<file path="src/rtl/sdram_mrs_pkg.sv">
package sdram_mrs_pkg;
  timeunit 1ns; timeprecision 1ps;

  localparam int OFS_W     = 12;
  localparam int PIN_W     = 16;
  localparam int NUM_AREAS = 2;
  localparam int FIELD_W   = 14;

  localparam logic [1:0] SIZE_BYTE  = 2'b00;
  localparam logic [6:0] OPMODE_BRSW = 7'b0000100;

  localparam logic [2:0] RCW_PALL = 3'b010;
  localparam logic [2:0] RCW_MRS  = 3'b000;
  localparam logic [2:0] RCW_NOP  = 3'b111;

  typedef enum logic [2:0] {
    ST_IDLE = 3'd0,
    ST_PALL = 3'd1,
    ST_GAP  = 3'd2,
    ST_MRS  = 3'd3,
    ST_DONE = 3'd4
  } seq_state_t;

  typedef enum logic {
    AREA_2 = 1'b0,
    AREA_3 = 1'b1
  } area_t;

  // Mode word as it appears on the pins for a given latency and bus width.
  function automatic logic [PIN_W-1:0] pack_mode(input logic [2:0] cl, input logic bus32);
    logic [FIELD_W-1:0] f;
    f = {OPMODE_BRSW, cl, 1'b0, 3'b000};
    return bus32 ? {f, 2'b00} : {1'b0, f, 1'b0};
  endfunction

  // Latency field position inside the window offset.
  function automatic logic [2:0] extract_cl(input logic [OFS_W-1:0] ofs, input logic bus32);
    return bus32 ? ofs[8:6] : ofs[7:5];
  endfunction

  // Offset is legal only if it equals the packed word of a supported latency.
  function automatic logic mode_valid(input logic [OFS_W-1:0] ofs, input logic bus32);
    logic [2:0] cl;
    logic       cl_ok;
    cl    = extract_cl(ofs, bus32);
    cl_ok = (cl >= 3'd1) && (cl <= 3'd3);
    return cl_ok && ({{(PIN_W-OFS_W){1'b0}}, ofs} == pack_mode(cl, bus32));
  endfunction

endpackage

</file>
<file path="src/rtl/mrs_win_decode.sv">
module mrs_win_decode
  import sdram_mrs_pkg::*;
#(
  parameter int              ADDR_W     = 32,
  parameter logic [ADDR_W-1:0] AREA2_BASE = 32'hFFFF_D000,
  parameter logic [ADDR_W-1:0] AREA3_BASE = 32'hFFFF_E000,
  parameter bit              BUS32      = 1'b1
) (
  input  logic              cpu_wr,
  input  logic [ADDR_W-1:0] cpu_addr,
  input  logic [1:0]        cpu_size,
  output logic              win_hit,
  output area_t             win_area,
  output logic [2:0]        win_cl,
  output logic              win_ok
);
  timeunit 1ns; timeprecision 1ps;

  localparam int TAG_W = ADDR_W - OFS_W;

  logic [TAG_W-1:0] tag;
  logic [OFS_W-1:0] ofs;
  logic             hit2;
  logic             hit3;

  assign tag  = cpu_addr[ADDR_W-1:OFS_W];
  assign ofs  = cpu_addr[OFS_W-1:0];
  assign hit2 = (tag == AREA2_BASE[ADDR_W-1:OFS_W]);
  assign hit3 = (tag == AREA3_BASE[ADDR_W-1:OFS_W]);

  assign win_hit  = cpu_wr && (cpu_size == SIZE_BYTE) && (hit2 || hit3);
  assign win_area = hit3 ? AREA_3 : AREA_2;
  assign win_cl   = extract_cl(ofs, BUS32);
  assign win_ok   = mode_valid(ofs, BUS32);

endmodule

</file>
<file path="src/rtl/mrs_pin_map.sv">
module mrs_pin_map
  import sdram_mrs_pkg::*;
#(
  parameter bit BUS32    = 1'b1,
  parameter int PALL_PIN = 10
) (
  input  logic [2:0]       cl,
  output logic [PIN_W-1:0] mrs_pins,
  output logic [PIN_W-1:0] pall_pins
);
  timeunit 1ns; timeprecision 1ps;

  localparam logic [PIN_W-1:0] PALL_WORD = PIN_W'(1) << PALL_PIN;

  assign mrs_pins  = pack_mode(cl, BUS32);
  assign pall_pins = PALL_WORD;

endmodule

</file>
<file path="src/rtl/mrs_cmd_fsm.sv">
module mrs_cmd_fsm
  import sdram_mrs_pkg::*;
#(
  parameter int GAP_NOPS = 1
) (
  input  logic       clk,
  input  logic       rst_n,
  input  logic       start,
  input  area_t      start_area,
  input  logic [2:0] start_cl,
  output seq_state_t state_q,
  output area_t      area_q,
  output logic [2:0] cl_q,
  output logic       seq_busy,
  output logic       seq_done
);
  timeunit 1ns; timeprecision 1ps;

  localparam int             GAP_W    = (GAP_NOPS > 1) ? $clog2(GAP_NOPS) : 1;
  localparam logic [GAP_W-1:0] GAP_LAST = GAP_W'(GAP_NOPS - 1);

  logic [GAP_W-1:0] gap_cnt;

  always_ff @(posedge clk) begin
    if (!rst_n) begin
      state_q <= ST_IDLE;
      area_q  <= AREA_2;
      cl_q    <= 3'd0;
      gap_cnt <= '0;
    end else begin
      case (state_q)
        ST_IDLE: if (start) begin
          state_q <= ST_PALL;
          area_q  <= start_area;
          cl_q    <= start_cl;
        end
        ST_PALL: begin
          gap_cnt <= '0;
          state_q <= ST_GAP;
        end
        ST_GAP: begin
          if (gap_cnt == GAP_LAST) state_q <= ST_MRS;
          else                     gap_cnt <= gap_cnt + 1'b1;
        end
        ST_MRS:  state_q <= ST_DONE;
        ST_DONE: state_q <= ST_IDLE;
        default: state_q <= ST_IDLE;
      endcase
    end
  end

  assign seq_busy = (state_q != ST_IDLE);
  assign seq_done = (state_q == ST_DONE);

endmodule

</file>
<file path="src/rtl/sdram_mrs_seq.sv">
module sdram_mrs_seq
  import sdram_mrs_pkg::*;
#(
  parameter int              ADDR_W     = 32,
  parameter logic [ADDR_W-1:0] AREA2_BASE = 32'hFFFF_D000,
  parameter logic [ADDR_W-1:0] AREA3_BASE = 32'hFFFF_E000,
  parameter bit              BUS32      = 1'b1,
  parameter int              GAP_NOPS   = 1
) (
  input  logic              clk,
  input  logic              rst_n,
  input  logic              cpu_wr,
  input  logic [ADDR_W-1:0] cpu_addr,
  input  logic [1:0]        cpu_size,
  output logic              cpu_wait,
  output logic              mrs_busy,
  output logic              mrs_done,
  output logic              mrs_err,
  output logic              sd_cs2_n,
  output logic              sd_cs3_n,
  output logic              sd_ras_n,
  output logic              sd_cas_n,
  output logic              sd_we_n,
  output logic [PIN_W-1:0]  sd_addr
);
  timeunit 1ns; timeprecision 1ps;

  logic       win_hit;
  area_t      win_area;
  logic [2:0] win_cl;
  logic       win_ok;

  seq_state_t state_q;
  area_t      area_q;
  logic [2:0] cl_q;
  logic       seq_busy;
  logic       seq_done;

  // Named events, visible to the bound checker.
  logic seq_accept;
  logic err_event;
  logic err_q;
  logic drive_cmd;

  logic [PIN_W-1:0]     mrs_pins;
  logic [PIN_W-1:0]     pall_pins;
  logic [2:0]           rcw;
  logic [PIN_W-1:0]     pins;
  logic [NUM_AREAS-1:0] cs_n_vec;

  mrs_win_decode #(
    .ADDR_W    (ADDR_W),
    .AREA2_BASE(AREA2_BASE),
    .AREA3_BASE(AREA3_BASE),
    .BUS32     (BUS32)
  ) u_dec (
    .cpu_wr  (cpu_wr),
    .cpu_addr(cpu_addr),
    .cpu_size(cpu_size),
    .win_hit (win_hit),
    .win_area(win_area),
    .win_cl  (win_cl),
    .win_ok  (win_ok)
  );

  assign seq_accept = win_hit && win_ok && !seq_busy;
  assign err_event  = win_hit && !win_ok && !seq_busy;

  mrs_cmd_fsm #(
    .GAP_NOPS(GAP_NOPS)
  ) u_fsm (
    .clk       (clk),
    .rst_n     (rst_n),
    .start     (seq_accept),
    .start_area(win_area),
    .start_cl  (win_cl),
    .state_q   (state_q),
    .area_q    (area_q),
    .cl_q      (cl_q),
    .seq_busy  (seq_busy),
    .seq_done  (seq_done)
  );

  mrs_pin_map #(
    .BUS32(BUS32)
  ) u_map (
    .cl       (cl_q),
    .mrs_pins (mrs_pins),
    .pall_pins(pall_pins)
  );

  always_ff @(posedge clk) begin
    if (!rst_n) err_q <= 1'b0;
    else        err_q <= err_event;
  end

  always_comb begin
    drive_cmd = 1'b0;
    rcw       = RCW_NOP;
    pins      = '0;
    case (state_q)
      ST_PALL: begin drive_cmd = 1'b1; rcw = RCW_PALL; pins = pall_pins; end
      ST_GAP:  begin drive_cmd = 1'b1; rcw = RCW_NOP;  pins = '0;        end
      ST_MRS:  begin drive_cmd = 1'b1; rcw = RCW_MRS;  pins = mrs_pins;  end
      default: begin drive_cmd = 1'b0; rcw = RCW_NOP;  pins = '0;        end
    endcase
  end

  for (genvar a = 0; a < NUM_AREAS; a++) begin : g_cs
    assign cs_n_vec[a] = !(drive_cmd && (area_q == area_t'(a)));
  end

  assign sd_cs2_n = cs_n_vec[AREA_2];
  assign sd_cs3_n = cs_n_vec[AREA_3];
  assign sd_ras_n = rcw[2];
  assign sd_cas_n = rcw[1];
  assign sd_we_n  = rcw[0];
  assign sd_addr  = pins;

  assign cpu_wait = win_hit && seq_busy;
  assign mrs_busy = seq_busy;
  assign mrs_done = seq_done;
  assign mrs_err  = err_q;

endmodule

</file>
<file path="config.mk">
export PLATFORM = sky130hd
export DESIGN_NAME = sdram_mrs_seq
export DESIGN_NICKNAME = d
export VERILOG_FILES = /design/src/rtl/sdram_mrs_pkg.sv /design/src/rtl/mrs_win_decode.sv /design/src/rtl/mrs_pin_map.sv /design/src/rtl/mrs_cmd_fsm.sv /design/src/rtl/sdram_mrs_seq.sv
export SDC_FILE = /design/constraint.sdc
export NUM_CORES = 1
export LEC_CHECK = 0
export BUFFER_PORTS_ARGS = -buffer_cell sky130_fd_sc_hd__buf_2
export CORE_MARGIN = 2
export CORE_UTILIZATION = 31
export DETAILED_ROUTE_END_ITERATION = 8
export PLACE_DENSITY = 0.7
export SETUP_SLACK_MARGIN = 0.5
export SYNTH_ARGS = -nofsm -noshare
export SYNTH_HDL_FRONTEND = slang
export SYNTH_SLANG_ARGS = --single-unit
</file>
<file path="constraint.sdc">
create_clock -name clk -period 1.3 [get_ports clk]
set_input_delay 0.26 -clock clk [delete_from_list [all_inputs] [get_ports clk]]
set_output_delay 0.26 -clock clk [all_outputs]
set_load 0.1 [all_outputs]
</file>
* Word level (Yosys, flattened, before mapping)
Cells that the tools add are included.
Operators by class: add/subtract/negate cells 1, magnitude comparators 2, eq/ne operators 9, multiplexer cells 9, bitwise logic cells 1, reductions and logical operators 23
Operators by type and width (number):
- $eq A20 B20 Y1 const B | 2
- $pmux W12 S2 | 1
- $pmux W3 S4 | 1
- $logic_and A1 B1 Y1 | 11
- $eq A9 B9 Y1 const B | 1
- $eq A3 B2 Y1 const B | 2
- $mux W3 | 2
- $pmux W3 S2 | 1
- $logic_not A1 Y1 | 4
- $ne A2 B2 Y1 const B | 2
- $reduce_and A2 Y1 | 2
- $eq A3 B1 Y1 const B | 1
- $eq A3 B3 Y1 const B | 1
- $ge A3 B1 Y1 const B | 1
- $le A3 B2 Y1 const B | 1
- $logic_not A3 Y1 | 1
- $mux W1 | 3
- $reduce_bool A3 Y1 | 1
- $reduce_or A3 Y1 | 1
- $logic_not A2 Y1 | 1
- $pmux W1 S2 | 1
- $reduce_bool A2 Y1 | 1
- $add A1 B1 Y1 const B | 1
- $logic_or A1 B1 Y1 | 1
- $not A1 Y1 | 1
Storage, ports and cells: bits in registers 9, bits of input ports 37, output and inout bits 25, word-level logic and storage cells 50

* Logic depth before layout (Yosys ltp)
depth after elaboration 7, gate-level depth with buffers 5, gate-level depth less buffers 4

* By module
A second synthesis with hierarchy kept.
Second synthesis, totals: cells, all modules 127, area total of the unflattened synthesis 1013.5 µm²
By module, submodules not included:
- sdram_mrs_seq | instances 1, cells an instance 46, area an instance 350.3 µm², seq. area each 20.0 µm²
- mrs_cmd_fsm | instances 1, cells an instance 28, area an instance 291.5 µm², seq. area each 140.1 µm²
- mrs_pin_map | instances 1, cells an instance 34, area an instance 247.7 µm², seq. area each 0.0 µm²
- mrs_win_decode | instances 1, cells an instance 19, area an instance 123.9 µm², seq. area each 0.0 µm²

* Worst setup path before layout
No wires, ideal clock.
path type reg-to-output, start register u_fsm.state_q[0], end output sd_cas_n, arrival 3.664 ns, data required time 1.040 ns, setup slack -2.624 ns, stages on the path, launching flop included 4, path buffers 0, cells stage by stage dfxtp_1 -> nand2b_1 -> nor2_1 -> inv_1
Between the ends: longest elaborated chain between the ends 2, elaborated cells on any way between the ends 3, those cells by class eq/ne (2); mux (1)
Ends and longest elaborated chain:
- start, declared | line mrs_cmd_fsm.sv:11 | output seq_state_t state_q,
- start signal, assigned | line mrs_cmd_fsm.sv:26 | state_q <= ST_IDLE;
- start signal, assigned | line mrs_cmd_fsm.sv:33 | state_q <= ST_PALL;
- start signal, assigned | line mrs_cmd_fsm.sv:39 | state_q <= ST_GAP;
- $eq A3 B2 Y1 or $eq A3 B1 Y1 (tied branches) | line sdram_mrs_seq.sv:101 | case (state_q)
- $pmux W3 S2 (*) | line sdram_mrs_seq.sv:101
- end, declared | line sdram_mrs_seq.sv:22 | output logic sd_cas_n,
Every way passes the cells marked *; elsewhere a longest branch is shown, timed or not.

* Final worst setup path
start input cpu_size[1], end output cpu_wait
Between the ends: longest elaborated chain between the ends 4
Ends and longest elaborated chain:
- start, declared | line sdram_mrs_seq.sv:14 | input logic [1:0] cpu_size,
- $logic_not A2 Y1 | line mrs_win_decode.sv:31 | assign win_hit = cpu_wr && (cpu_size == SIZE_BYTE) && (hit2 || hit3);
- $logic_and A1 B1 Y1 (2 in a row) | line mrs_win_decode.sv:31
- $logic_and A1 B1 Y1 | line sdram_mrs_seq.sv:120 | assign cpu_wait = win_hit && seq_busy;
- end, declared | line sdram_mrs_seq.sv:15 | output logic cpu_wait,
Every way passes these cells.

==> run_results.csv <==
group,metric,value,unit
status,status,"finished, violations left",
status,failed_checks,"negative setup slack",
cells_and_area,fill_cells,165,
cells_and_area,fin_util,73.00,%
routing,dr.pass1.iters,4,
setup_path,crit_type,"in -> out",
setup_path,worstSetupStartpointType,"input pin",
cells_and_area,final_cell_mix,"buf_2 (35), buf_4 (16), buf_12 (13)",
routing,routed_wl,1987,um
clocking,clk-insertion-delay-late,0.27,ns
synth,synthTopCellsByArea,"dfxtp_1 (25%), buf_4 (14%), nand4_4 (6.8%)",
synth,synthMuxAreaShare,4.771,%
setup_path,reg2reg_slack,-0.05,ns
floorplanning,die_w,49.06,um
global_routing,grt_use_total,15.88,%
synth,synthSimpleGateAreaFrac,45.92,%
timing,fin_crit_sh,124.3,%
setup_path,r2r-start,"u_fsm.state_q[1]$_SDFFE_PN0P_",
synth,synth_xor_xnor_area_share,2.783,%
global_routing,grt_pass1_wl,2918,um
routing,drc,0,
timing,setup_tns,-3.879,ns
global_routing,antenna_found_initial,0,
cells_and_area,layout-drive-gt1-share,72.67,%
setup_path,crit_path_start,"cpu_size[1]",
global_routing,overflow,0,
placement,place_congestion,0.7396,
routing,ant_nets,0,
floorplanning,start_util,32.41,%
job,cap_violations,0,
clocking,clk_path_buf_depth,2,
placement,portBuffers,50,
setup_path,crit_path_end_kind,"primary output",
cells_and_area,area_delta_synth_final,125.2,%
synth,synth_top_area_share,25.45,%
setup_path,critPathMaxFanout,2,
power_and_ir_drop,powerDensity,898.0,nW/um2
routing,vias_per_cell,4.525,
floorplanning,coreArea,1942,um2
timing,hold_violations,0,
cells_and_area,antenna_cells,0,
floorplanning,dieArea,2406,um2
synth,synth-seq-cells,8,
worst_hold_path,min_to,"u_fsm.cl_q[0]$_SDFFE_PN0P_",
routing,drt_iter0_markers,3,
clocking,clock_sinks,8,
synth,synthAdderAreaFrac,0,%
setup_path,cp_data_arrival_time,1.36,ns
floorplanning,io_pins,62,
global_routing,grt_start_max_net_pins,11,
synth,synth_compound_area_share,3.777,%
timing,worst_clock_skew,0.01249,ns
clocking,path_clk_slew,0.05,ns
power_and_ir_drop,vdd_drop_max,0.0005487,V
global_routing,grt_pass1_vias,719,
synth,synth_area_leader_cell,"dfxtp_1",
synth,synth_top_family_by_area,"simple AND/OR/NAND/NOR gates",
synth,avgSynthCellArea,8.391,um2
power_and_ir_drop,finalPower,0.001273,W
routing,wire_per_inst,11.23,um
timing,drv_slew,0,
synth,yosysSeqAreaShare,25.45,%
timing,setup_ws,-0.3160,ns
timing,period_minus_slack,1.616,ns
setup_path,r2r_cells,6,
worst_hold_path,hp-start,"cpu_addr[6]",
worst_hold_path,whs_path_depth,3,
setup_path,regToRegEndpoint,"u_fsm.cl_q[2]$_SDFFE_PN0P_",
routing,num_vias,801,
clocking,numCtsBuffers,3,
cells_and_area,nets,188,
synth,synth_cells,75,
worst_hold_path,min_path_type,"in -> reg",
floorplanning,die_h,49.06,um
setup_path,worst_ep_required_time,1.04,ns
timing,rsz0062_at_grt,"true",
timing,fmax,618.8,MHz
synth,yosysUniqueCellTypes,26,
timing,setup_violations,18,
clocking,cts_htree_levels,1,
power_and_ir_drop,leakage,0.6678,nW
clocking,root_buffer,"clkbuf_4",
placement,dp_hpwl,1487,um
cells_and_area,final_common_cell,"buf_2",
synth,yosysWarnings,0,
floorplanning,core.rowCount,16,
clocking,tritoncts,"done",
synth,synth_area,629.4,um2
==> how the worst max path moves through the flow <==
stage          depth (start not counted)  endpoint  slack [ns]
6_report                               6  cpu_wait       -0.32
5_1_grt                                6  cpu_wait       -0.36
4_1_cts                                6  cpu_wait       -0.28
3_5_place_dp                           6  cpu_wait       -0.32
3_3_place_gp                           6  cpu_wait       -0.30
2_1_floorplan                          3  sd_cas_n       -0.90
==> area by class of cell <==
type	instances	area (um2)	share of cell area, %
timing repair buffer	74	671.9	47.40
multi-input combinational	61	498.0	35.13
sequential	8	172.7	12.18
tap	27	33.78	2.383
clock buffer	4	26.28	1.853
inverter	3	15.01	1.059
==> power breakdown <==
| group | internal, W | leakage, nW | total, W | switching, W |
|---|---|---|---|---|
| registers | 0.000253 | 0.0674 | 0.000264 | 0.0000103 |
| clock network | 0.000118 | 0.0150 | 0.000212 | 0.0000942 |
| logic | 0.000291 | 0.585 | 0.000797 | 0.000506 |
==> repair_timing <==
item                                    in CTS  in global routing
resized for setup                           23                 13
hold buffers                                 0                  0
buffers inserted                             0                  6
pin swaps                                    6                  9
endpoints found under the setup margin      22                 22
==> cells by family after synthesis <==
logic type | after synthesis
simple gates | 43
buf+inv | 16
flops | 8
mux | 3
compound gates | 2
xor+xnor | 2
other cells | 1
==> synth_stat cells <==
cell type	n
a211oi_2	1
and2_1	5
and3_1	1
buf_4	12
clkbuf_1	1
conb_1	1
dfxtp_1	8
inv_1	3
mux2i_1	3
nand2_1	10
nand2_2	1
nand2b_1	2
nand3_1	1
nand4_1	3
nand4_4	2
nor2_1	6
nor2b_1	1
nor3_1	2
nor3_2	1
nor3_4	1
nor4_1	4
nor4_4	1
o2111a_1	1
or3_1	1
or3b_4	1
xnor2_1	2
==> metal layers <==
| metal | vias up | part of all wire [%] | track usage [%] |
|---|---|---|---|
| li1 | 386 | - | - |
| met1 | 364 | 32 | 14.82 |
| met2 | 46 | 58 | 30.59 |
| met3 | 5 | 8.8 | 5.521 |
| met4 | 0 | 1.4 | 7.143 |
| met5 | - | 0 | 0 |
==> critical path, stage by stage <==
cell and delay (ns):
buf_6 0.09, or3b_4 0.41, nor4_4 0.17, nand2_2 0.11
nor2_4 0.13, buf_12 0.18
==> through the flow <==
stage                     setup slack, ns  hold slack (ns)  instance area, um2  std cells
after CTS                         -0.2793           0.2647                1316        171
after detailed placement          -0.3242           0.4608                1212        167
after global placement            -0.3023           0.4473                1212        167
after floorplan                   -0.8967           0.3988               721.9         85
after global routing              -0.3620           0.2716                1418        177
final                             -0.3160           0.2659                1418        177
==> flip-flops by register name (all words and copies together), names as in the netlist <==
name           count
u_fsm.cl_q         3
u_fsm.area_q       1
u_fsm.state_q      3
mrs_err            1
No activity file was read; power rests on OpenSTA's default activity.
